File: config.mk
export PLATFORM = sky130hd
export DESIGN_NAME = qirq_gen
export DESIGN_NICKNAME = d
export VERILOG_FILES = /design/src/rtl/qirq_pkg.sv /design/src/rtl/qirq_src_regs.sv /design/src/rtl/qirq_cond.sv /design/src/rtl/qirq_half.sv /design/src/rtl/qirq_gen.sv
export SDC_FILE = /design/constraint.sdc
export NUM_CORES = 1
export LEC_CHECK = 0
export BUFFER_PORTS_ARGS = -buffer_cell sky130_fd_sc_hd__buf_2
export CAP_MARGIN = 20
export CORE_ASPECT_RATIO = 0.5
export CORE_UTILIZATION = 60
export CTS_BUF_LIST = sky130_fd_sc_hd__clkbuf_4
export CTS_CLUSTER_SIZE = 16
export DETAILED_ROUTE_END_ITERATION = 6
export HOLD_SLACK_MARGIN = 0.06
export PLACE_DENSITY = 0.84
export SYNTH_ARGS = -nofsm -noshare
export SYNTH_HDL_FRONTEND = slang
export SYNTH_SLANG_ARGS = --single-unit
export TNS_END_PERCENT = 1
File: constraint.sdc
create_clock -name clk -period 17.9 [get_ports clk]
set_input_delay 0.895 -clock clk [delete_from_list [all_inputs] [get_ports clk]]
set_output_delay 0.895 -clock clk [all_outputs]
set_load 0.02 [all_outputs]
File: src/rtl/qirq_pkg.sv
package qirq_pkg;
  localparam int REG_W   = 32;
  localparam int ADDR_W  = 3;
  localparam int SEL_W   = 3;
  localparam int FIELD_W = 4;
  localparam int FLAG_W  = 4;

  typedef enum logic [ADDR_W-1:0] {
    A_SEL0    = 3'd0,
    A_SEL1    = 3'd1,
    A_SEL2    = 3'd2,
    A_SEL3    = 3'd3,
    A_PEND_LO = 3'd4,
    A_PEND_HI = 3'd5,
    A_EN_LO   = 3'd6,
    A_EN_HI   = 3'd7
  } qirq_addr_e;
endpackage

File: src/rtl/qirq_src_regs.sv
module qirq_src_regs
  import qirq_pkg::*;
#(
  parameter int HALF = 32
) (
  input  logic                      clk,
  input  logic                      rst_n,
  input  logic [HALF/(REG_W/FIELD_W)-1:0] wr_vec,
  input  logic [REG_W-1:0]          wdata,
  output logic [HALF*SEL_W-1:0]     sel_flat,
  output logic [HALF*FIELD_W-1:0]   rd_flat
);
  localparam int QPR = REG_W / FIELD_W;

  logic [REG_W-1:0] rsvd_mask;
  logic             unused_rsvd;

  always_comb begin
    rsvd_mask = '0;
    for (int k = 0; k < QPR; k++) rsvd_mask[k*FIELD_W + FIELD_W-1] = 1'b1;
  end
  assign unused_rsvd = ^(wdata & rsvd_mask);

  for (genvar g = 0; g < HALF; g++) begin : g_sel
    logic [SEL_W-1:0] sel_d;
    logic [SEL_W-1:0] sel_q;

    always_comb begin
      sel_d = sel_q;
      if (wr_vec[g/QPR]) sel_d = wdata[(g%QPR)*FIELD_W +: SEL_W];
    end

    always_ff @(posedge clk or negedge rst_n) begin
      if (!rst_n) sel_q <= '0;
      else        sel_q <= sel_d;
    end

    assign sel_flat[g*SEL_W +: SEL_W]     = sel_q;
    assign rd_flat[g*FIELD_W +: FIELD_W]  = {1'b0, sel_q};
  end
endmodule

File: src/rtl/qirq_cond.sv
module qirq_cond
  import qirq_pkg::*;
#(
  parameter int HALF = 32
) (
  input  logic [HALF*FLAG_W-1:0] lo_flags,
  input  logic [HALF-1:0]        hi_near_empty,
  input  logic [HALF*SEL_W-1:0]  sel_flat,
  output logic [HALF-1:0]        cond_lo,
  output logic [HALF-1:0]        cond_hi
);
  for (genvar g = 0; g < HALF; g++) begin : g_lo
    logic [FLAG_W-1:0] flags;
    logic [SEL_W-1:0]  sel;
    assign flags      = lo_flags[g*FLAG_W +: FLAG_W];
    assign sel        = sel_flat[g*SEL_W +: SEL_W];
    assign cond_lo[g] = flags[sel[1:0]] ^ sel[2];
  end

  assign cond_hi = ~hi_near_empty;
endmodule

File: src/rtl/qirq_half.sv
module qirq_half #(
  parameter int W = 32
) (
  input  logic         clk,
  input  logic         rst_n,
  input  logic [W-1:0] cond,
  input  logic         pend_wr,
  input  logic         en_wr,
  input  logic [W-1:0] wdata,
  output logic [W-1:0] pend_q,
  output logic [W-1:0] en_q,
  output logic         irq
);
  logic [W-1:0] prev_q;
  logic [W-1:0] rise;
  logic [W-1:0] clr;
  logic [W-1:0] pend_d;
  logic [W-1:0] en_d;
  logic         irq_d;

  always_comb begin
    rise   = cond & ~prev_q;
    clr    = '0;
    if (pend_wr) clr = clr | wdata;
    if (en_wr)   clr = clr | (en_q & ~wdata);
    pend_d = rise | (pend_q & ~clr);
    en_d   = en_wr ? wdata : en_q;
    irq_d  = |(pend_q & en_q);
  end

  always_ff @(posedge clk or negedge rst_n) begin
    if (!rst_n) begin
      prev_q <= '1;
      pend_q <= '0;
      en_q   <= '0;
      irq    <= 1'b0;
    end else begin
      prev_q <= cond;
      pend_q <= pend_d;
      en_q   <= en_d;
      irq    <= irq_d;
    end
  end

  AST_RISE_SETS: assert property (@(posedge clk) disable iff (!rst_n)
    (rise != '0) |=> ((pend_q & $past(rise)) == $past(rise)));
  AST_SET_BEATS_CLEAR: assert property (@(posedge clk) disable iff (!rst_n)
    (pend_wr && ((rise & wdata) != '0)) |=> ((pend_q & $past(rise & wdata)) == $past(rise & wdata)));
  AST_NO_SPURIOUS_SET: assert property (@(posedge clk) disable iff (!rst_n)
    1'b1 |=> ((pend_q & ~$past(pend_q) & ~$past(rise)) == '0));
  AST_PEND_STICKY: assert property (@(posedge clk) disable iff (!rst_n)
    (!pend_wr && !en_wr) |=> ((pend_q & $past(pend_q)) == $past(pend_q)));
  AST_DISABLE_CLEARS: assert property (@(posedge clk) disable iff (!rst_n)
    en_wr |=> ((pend_q & $past(en_q & ~wdata & ~rise)) == '0));
  AST_MASKED_QUIET: assert property (@(posedge clk) disable iff (!rst_n)
    ((pend_q & en_q) == '0) |=> !irq);
endmodule

File: src/rtl/qirq_gen.sv
module qirq_gen
  import qirq_pkg::*;
#(
  parameter int NUM_Q = 64
) (
  input  logic                     clk,
  input  logic                     rst_n,
  input  logic                     reg_wr,
  input  logic [ADDR_W-1:0]        reg_addr,
  input  logic [REG_W-1:0]         reg_wdata,
  output logic [REG_W-1:0]         reg_rdata,
  input  logic [NUM_Q/2*FLAG_W-1:0] lo_flags,
  input  logic [NUM_Q/2-1:0]       hi_near_empty,
  output logic                     irq_lo,
  output logic                     irq_hi
);
  localparam int HALF = NUM_Q / 2;
  localparam int QPR  = REG_W / FIELD_W;
  localparam int NSEL = HALF / QPR;

  logic rst_meta;
  logic rst_sync_n;

  always_ff @(posedge clk or negedge rst_n) begin
    if (!rst_n) begin
      rst_meta   <= 1'b0;
      rst_sync_n <= 1'b0;
    end else begin
      rst_meta   <= 1'b1;
      rst_sync_n <= rst_meta;
    end
  end

  qirq_addr_e                addr;
  logic [NSEL-1:0]           sel_wr;
  logic [HALF*SEL_W-1:0]     sel_flat;
  logic [HALF*FIELD_W-1:0]   sel_rd;
  logic [HALF-1:0]           cond_lo;
  logic [HALF-1:0]           cond_hi;
  logic [1:0]                pend_wr;
  logic [1:0]                en_wr;
  logic [HALF-1:0]           pend_q [2];
  logic [HALF-1:0]           en_q   [2];
  logic [1:0]                irq_v;

  assign addr = qirq_addr_e'(reg_addr);

  always_comb begin
    for (int i = 0; i < NSEL; i++) sel_wr[i] = reg_wr && (reg_addr == ADDR_W'(i));
    pend_wr[0] = reg_wr && (addr == A_PEND_LO);
    pend_wr[1] = reg_wr && (addr == A_PEND_HI);
    en_wr[0]   = reg_wr && (addr == A_EN_LO);
    en_wr[1]   = reg_wr && (addr == A_EN_HI);
  end

  qirq_src_regs #(.HALF(HALF)) i_src (
    .clk      (clk),
    .rst_n    (rst_sync_n),
    .wr_vec   (sel_wr),
    .wdata    (reg_wdata),
    .sel_flat (sel_flat),
    .rd_flat  (sel_rd)
  );

  qirq_cond #(.HALF(HALF)) i_cond (
    .lo_flags      (lo_flags),
    .hi_near_empty (hi_near_empty),
    .sel_flat      (sel_flat),
    .cond_lo       (cond_lo),
    .cond_hi       (cond_hi)
  );

  for (genvar h = 0; h < 2; h++) begin : g_half
    qirq_half #(.W(HALF)) i_half (
      .clk     (clk),
      .rst_n   (rst_sync_n),
      .cond    ((h == 0) ? cond_lo : cond_hi),
      .pend_wr (pend_wr[h]),
      .en_wr   (en_wr[h]),
      .wdata   (reg_wdata[HALF-1:0]),
      .pend_q  (pend_q[h]),
      .en_q    (en_q[h]),
      .irq     (irq_v[h])
    );
  end

  assign irq_lo = irq_v[0];
  assign irq_hi = irq_v[1];

  always_comb begin
    reg_rdata = '0;
    case (addr)
      A_PEND_LO: reg_rdata = REG_W'(pend_q[0]);
      A_PEND_HI: reg_rdata = REG_W'(pend_q[1]);
      A_EN_LO:   reg_rdata = REG_W'(en_q[0]);
      A_EN_HI:   reg_rdata = REG_W'(en_q[1]);
      default:   reg_rdata = sel_rd[reg_addr[1:0]*REG_W +: REG_W];
    endcase
  end

  AST_RESET_QUIET: assert property (@(posedge clk)
    !rst_sync_n |-> (!irq_lo && !irq_hi));
endmodule

# Word level (Yosys, flattened, before mapping)
# Cells that the tools add are included.
word_totals:
  reg_bits: 292
  wordCells: 212
  inputBits: 198
  out_inout_bits: 34
op_classes:
  n_eq_ne: 7
  magnitude_cmp: 32
  bitwise_logic: 50
  muxes: 69
  n_reduce_logical: 11
  shifts: 1
op_table:
  columns: ["cell", "n"]
  rows:
  - ["$and 32x32->32", 8]
  - ["$not 32->32", 6]
  - ["$mux 32", 4]
  - ["$or 32x32->32", 4]
  - ["$pmux 32 s4", 1]
  - ["$shiftx 128x8->32", 1]
  - ["$lt 2x3->1 const B", 32]
  - ["$bmux 1 s2", 32]
  - ["$reduce_or 32->1", 2]
  - ["$mux 1", 32]
  - ["$xor 1x1->1", 32]
  - ["$eq 3x3->1 const B", 4]
  - ["$logic_and 1x1->1", 8]
  - ["$eq 3x2->1 const B", 2]
  - ["$eq 3x1->1 const B", 1]
  - ["$logic_not 3->1", 1]

# Depth between registers and ports, before layout
logic_depth:
  ltp_word: 8
  mapped_depth: 6
  mapped_depth_nobuf: 3

# Hierarchy
# A second synthesis with hierarchy kept.
unflattened:
  cells_unflattened: 1200
  area_unflattened_um2: 15697.6
by_module_without_submodules:
  columns: ["module", "instances", "area_per_inst_um2", "seq_area_each_um2", "cells_per_inst"]
  rows:
  - ["qirq_half", 2, 3797.4, 2467.4, 320]
  - ["qirq_src_regs", 1, 4953.5, 2402.3, 333]
  - ["qirq_gen", 1, 2028.2, 50.0, 131]
  - ["qirq_cond", 1, 1121.1, 0.0, 96]

# Worst setup path before layout
# No wires, ideal clock.
synth_timing:
  path_kind: "in2out"
  start: "input port reg_addr[1]"
  end: "output port reg_rdata[0]"
  stages: 5
  setup_slack_ns: 14.949
  n_path_buf: 3
  required_ns: 17.005
  arrival_time_ns: 2.056
  path_cell_list: "buf_4 -> buf_4 -> buf_2 -> mux4_2 -> mux2_2"
synth_via:
  elab_chain_len: 2
  elab_cells_between_ends: 6
  classes_between: "eq/ne (4); shift (1); mux (1)"
synth_lines:
  columns: ["element", "line", "source"]
  rows:
  - ["start, declared", "qirq_gen.sv:9", "input logic [ADDR_W-1:0] reg_addr,"]
  - ["$shiftx 128x8->32 or $eq 3x3->1 (tied branches)", "qirq_gen.sv:97, qirq_gen.sv:92", null]
  - ["$pmux 32 s4 *", "qirq_gen.sv:92", "case (addr)"]
  - ["end, declared", "qirq_gen.sv:11", "output logic [REG_W-1:0] reg_rdata,"]
# Every way passes the cells marked *; elsewhere a longest branch is shown, timed or not.

# Worst setup path after layout
layout_timing:
  start: "input port reg_addr[0]"
  end: "output port reg_rdata[18]"
# The elaborated chain is that of the path after synthesis.

==> key figures <==
Timing
  • Setup violators final: 0
  • Final worst-path cycle share: 0.227
  • Clock Skew: about 45 ps
  • Hold Fails Final Rpt: 0
  • Final setup margin: ~14000 ps
  • Slew headroom: 0.300
  • Setup TNS: 0 ps
  • RSZ-0062 raised after global routing: false
  • Fmax: 0.246 GHz
  • Final Hold Slack: between 150 and 200 ps
  • Min Tclk post-route: roughly 4000 ps
  • Fin. max-slew vios: 0
  • Worst Tran Pin Value: about 1100 ps

Die
  • Top Ports: around 230
  • Row Count: 39
  • Initial Util: 0.622
  • Core ar.: 23200 µm²
  • Die area: about 25000 µm²
  • Die width: ~220 µm
  • Die height: roughly 110 µm

Placement
  • Detail Placement HPWL: between 20 and 30 mm
  • Gp weighted congestion: just under 0.9
  • I/O Buffers: 231
  • Dpl ws: between 10000 and 15000 ps

Cells and area
  • Layout cells sized above 1: 0.497
  • Area of the multi-input gates: 6230 µm²
  • Leading cell type in the layout, fill and taps excluded: buf_2
  • Nets: 1487
  • Seq. cell area: around 7400 µm²
  • Commonest non-fill, non-tap cells in the layout: buf_2 (230), dfrtp_1 (227), mux2_2 (150)
  • Area growth, synth to finish: 13.8%
  • Fillers: 1616

Global routing
  • Grt total ovfl: 0
  • Initial antenna violation count: 5
  • Number of global-route vias before repair: approximately 11000
  • First-pass GRT wire length: roughly 64 mm
  • Gr usage total: 0.348
  • Pin count of the biggest net entering global routing: slightly above 80

Synth
  • Avg Inst Size Synth: ~14 µm²
  • Mapped cell area: ~14000 µm²
  • Synth Register Bits: 292
  • Largest cells by area after synthesis: dfrtp_1 (40%), mux4_2 (14%), mux2_2 (12%)
  • Post-Synthesis Cells: 1053
  • Syn_nets: 1251
  • Sequential share of the synthesized area: 0.512
  • Synth cell types: 28
  • Area leader, netlist: dfrtp_1
  • Top cell type's share of synthesized area: 0.395
  • Synth Warn #: 0

Routing
  • Routed wire length: between 40 and 50 mm
  • DR vias: 10493
  • DR iter-0 viols: roughly 1100
  • DRT antenna net count: 0
  • Per-cell routed wire length: between 20 and 25 µm
  • Drt pass-1 iters: 5
  • Post-route DRC: 0
  • Drt via density: about 6.3

Setup path
  • Crit path cell chain: buf_4 -> buf_4 -> mux4_2 -> mux2_2 -> buf_2
  • Critical Path Source Type: input pin
  • WP data required: 17010 ps
  • Slowest stage delay, CP: 680 ps
  • Worst setup path class: in -> out
  • R2R cell count: 3
  • Cell mode on critical path: buf_4
  • Reg2reg setup slack: between 15000 and 20000 ps
  • CP max FO: 37
  • CP arrival: between 3000 and 4000 ps
  • CP max stage cell: buf_4
  • Worst setup EP type: output port
  • R2r endpoint: g_half[0].i_half.en_q[27]
  • Worst r2r src: rst_sync_n

Clock network
  • Sink Count: 292
  • Cells resized by post-CTS repair: 0
  • Clk Latency, worst-skew pair: approximately 750 ps
  • Clock transition at path regs: roughly 80 ps
  • Clock root cell: clkbuf_4
  • H-tree levels: 3
  • CTS tree: yes
  • Clock Path Buffers: 3
  • CTS Buf Count: between 60 and 70

Min path
  • Worst Hold Class: reg -> async

Outcome
  • Status: completed

Power and ir drop
  • Pleak: 7.14 nW
  • Max rail drop VDD: between 0.06 and 0.07 mV
  • Power Dens Cells: ~120 nW/µm²

Flow run
  • Max-cap check violation count: 0
cells by family (layout without fill, tap and decap cells):
family,count (synthesis),after routing,synth area share
and+or+nand+nor,219,219,0.0799
buffers and inverters,141,429,0.0581
DFF,292,292,0.512
AOI/OAI and AO/OA,128,128,0.0749
muxes,240,240,0.256
other,1,8,0.000260
xor gates and xnor gates,32,32,0.0194
metal layers:
| metal | global-route usage | part of all wire |
|---|---|---|
| met5 | 0 | 0 |
| met4 | 0.105 | 0.022 |
| met3 | 0.102 | 0.10 |
| met2 | 0.510 | 0.45 |
| met1 | 0.506 | 0.43 |
worst max-delay path by stage:
stage,startpoint,end,slack (ps),cells after the start
floorplan,rst_sync_n,g_half[0].i_half.en_q[0],9270,0
global placement,reg_addr[0],reg_rdata[10],13850,5
detailed placement,reg_addr[0],reg_rdata[18],13820,5
CTS,reg_addr[0],reg_rdata[18],13810,5
global route,reg_addr[0],reg_rdata[6],13680,5
finish,reg_addr[0],reg_rdata[18],13840,5
cell type report:
class | instances | share of cell area
Tap cell | 307 | 0.0234
Antenna cell | 7 | 0.00107
Timing Repair Buffer | 244 | 0.0791
Clock inverter | 12 | 0.00282
Clock buffer | 109 | 0.0498
Sequential cell | 292 | 0.450
Multi-Input combinational cell | 620 | 0.379
Inverter | 64 | 0.0146
state kept, by name, summed over array words and instances (netlist names):
name and cells:
i_src.g_sel.sel_q 96, g_half.i_half.en_q 64, g_half.i_half.pend_q 64, g_half.i_half.prev_q 64, g_half.i_half.irq 2, rst_meta 1, rst_sync_n 1
cells in the mapped netlist, drive strengths merged:
cell type / instances
dfrtp: 228
mux2: 152
nand2: 128
mux4: 88
buf: 69
a22oi: 64
dfstp: 64
inv: 64
a32o: 32
nand3b: 32
nor2b: 32
o2bb2ai: 32
xor2: 32
nand4: 9
and2: 8
clkbuf: 8
and4b: 2
and4bb: 2
or4: 2
and4: 1
conb: 1
nand4b: 1
nor4b: 1
nor4bb: 1
metrics by stage:
stage	instances	util	instance area [µm²]	power, mW
2_1_floorplan	1053	-	14400	1.25
3_3_place_gp	1524	0.666	15500	1.40
3_5_place_dp	1524	0.666	15500	1.43
4_1_cts	1646	0.704	16400	1.97
5_1_grt	1654	0.707	16400	2.07
6_report	1655	0.707	16400	1.98
timing repair:
item | CTS | global route
hold buffers | 1 | 0
setup endpoints to repair | 0 | 0
setup buffers | 0 | 0
hold endpoints to repair | 2 | 0
power by group:
group / internal [mW] / total (mW) / switching, mW
Combinational: 0.238 / 0.454 / 0.216
Clock: 0.275 / 0.547 / 0.271
Sequential: 0.831 / 0.977 / 0.145
Total: 1.34 / 1.98 / 0.633
worst max-delay path: cells and delay by family:
| family | cells | cell delay (ps) |
|---|---|---|
| buf+inv | 3 | 1270 |
| mux | 2 | 880 |
No activity file was read; power rests on OpenSTA's default activity.
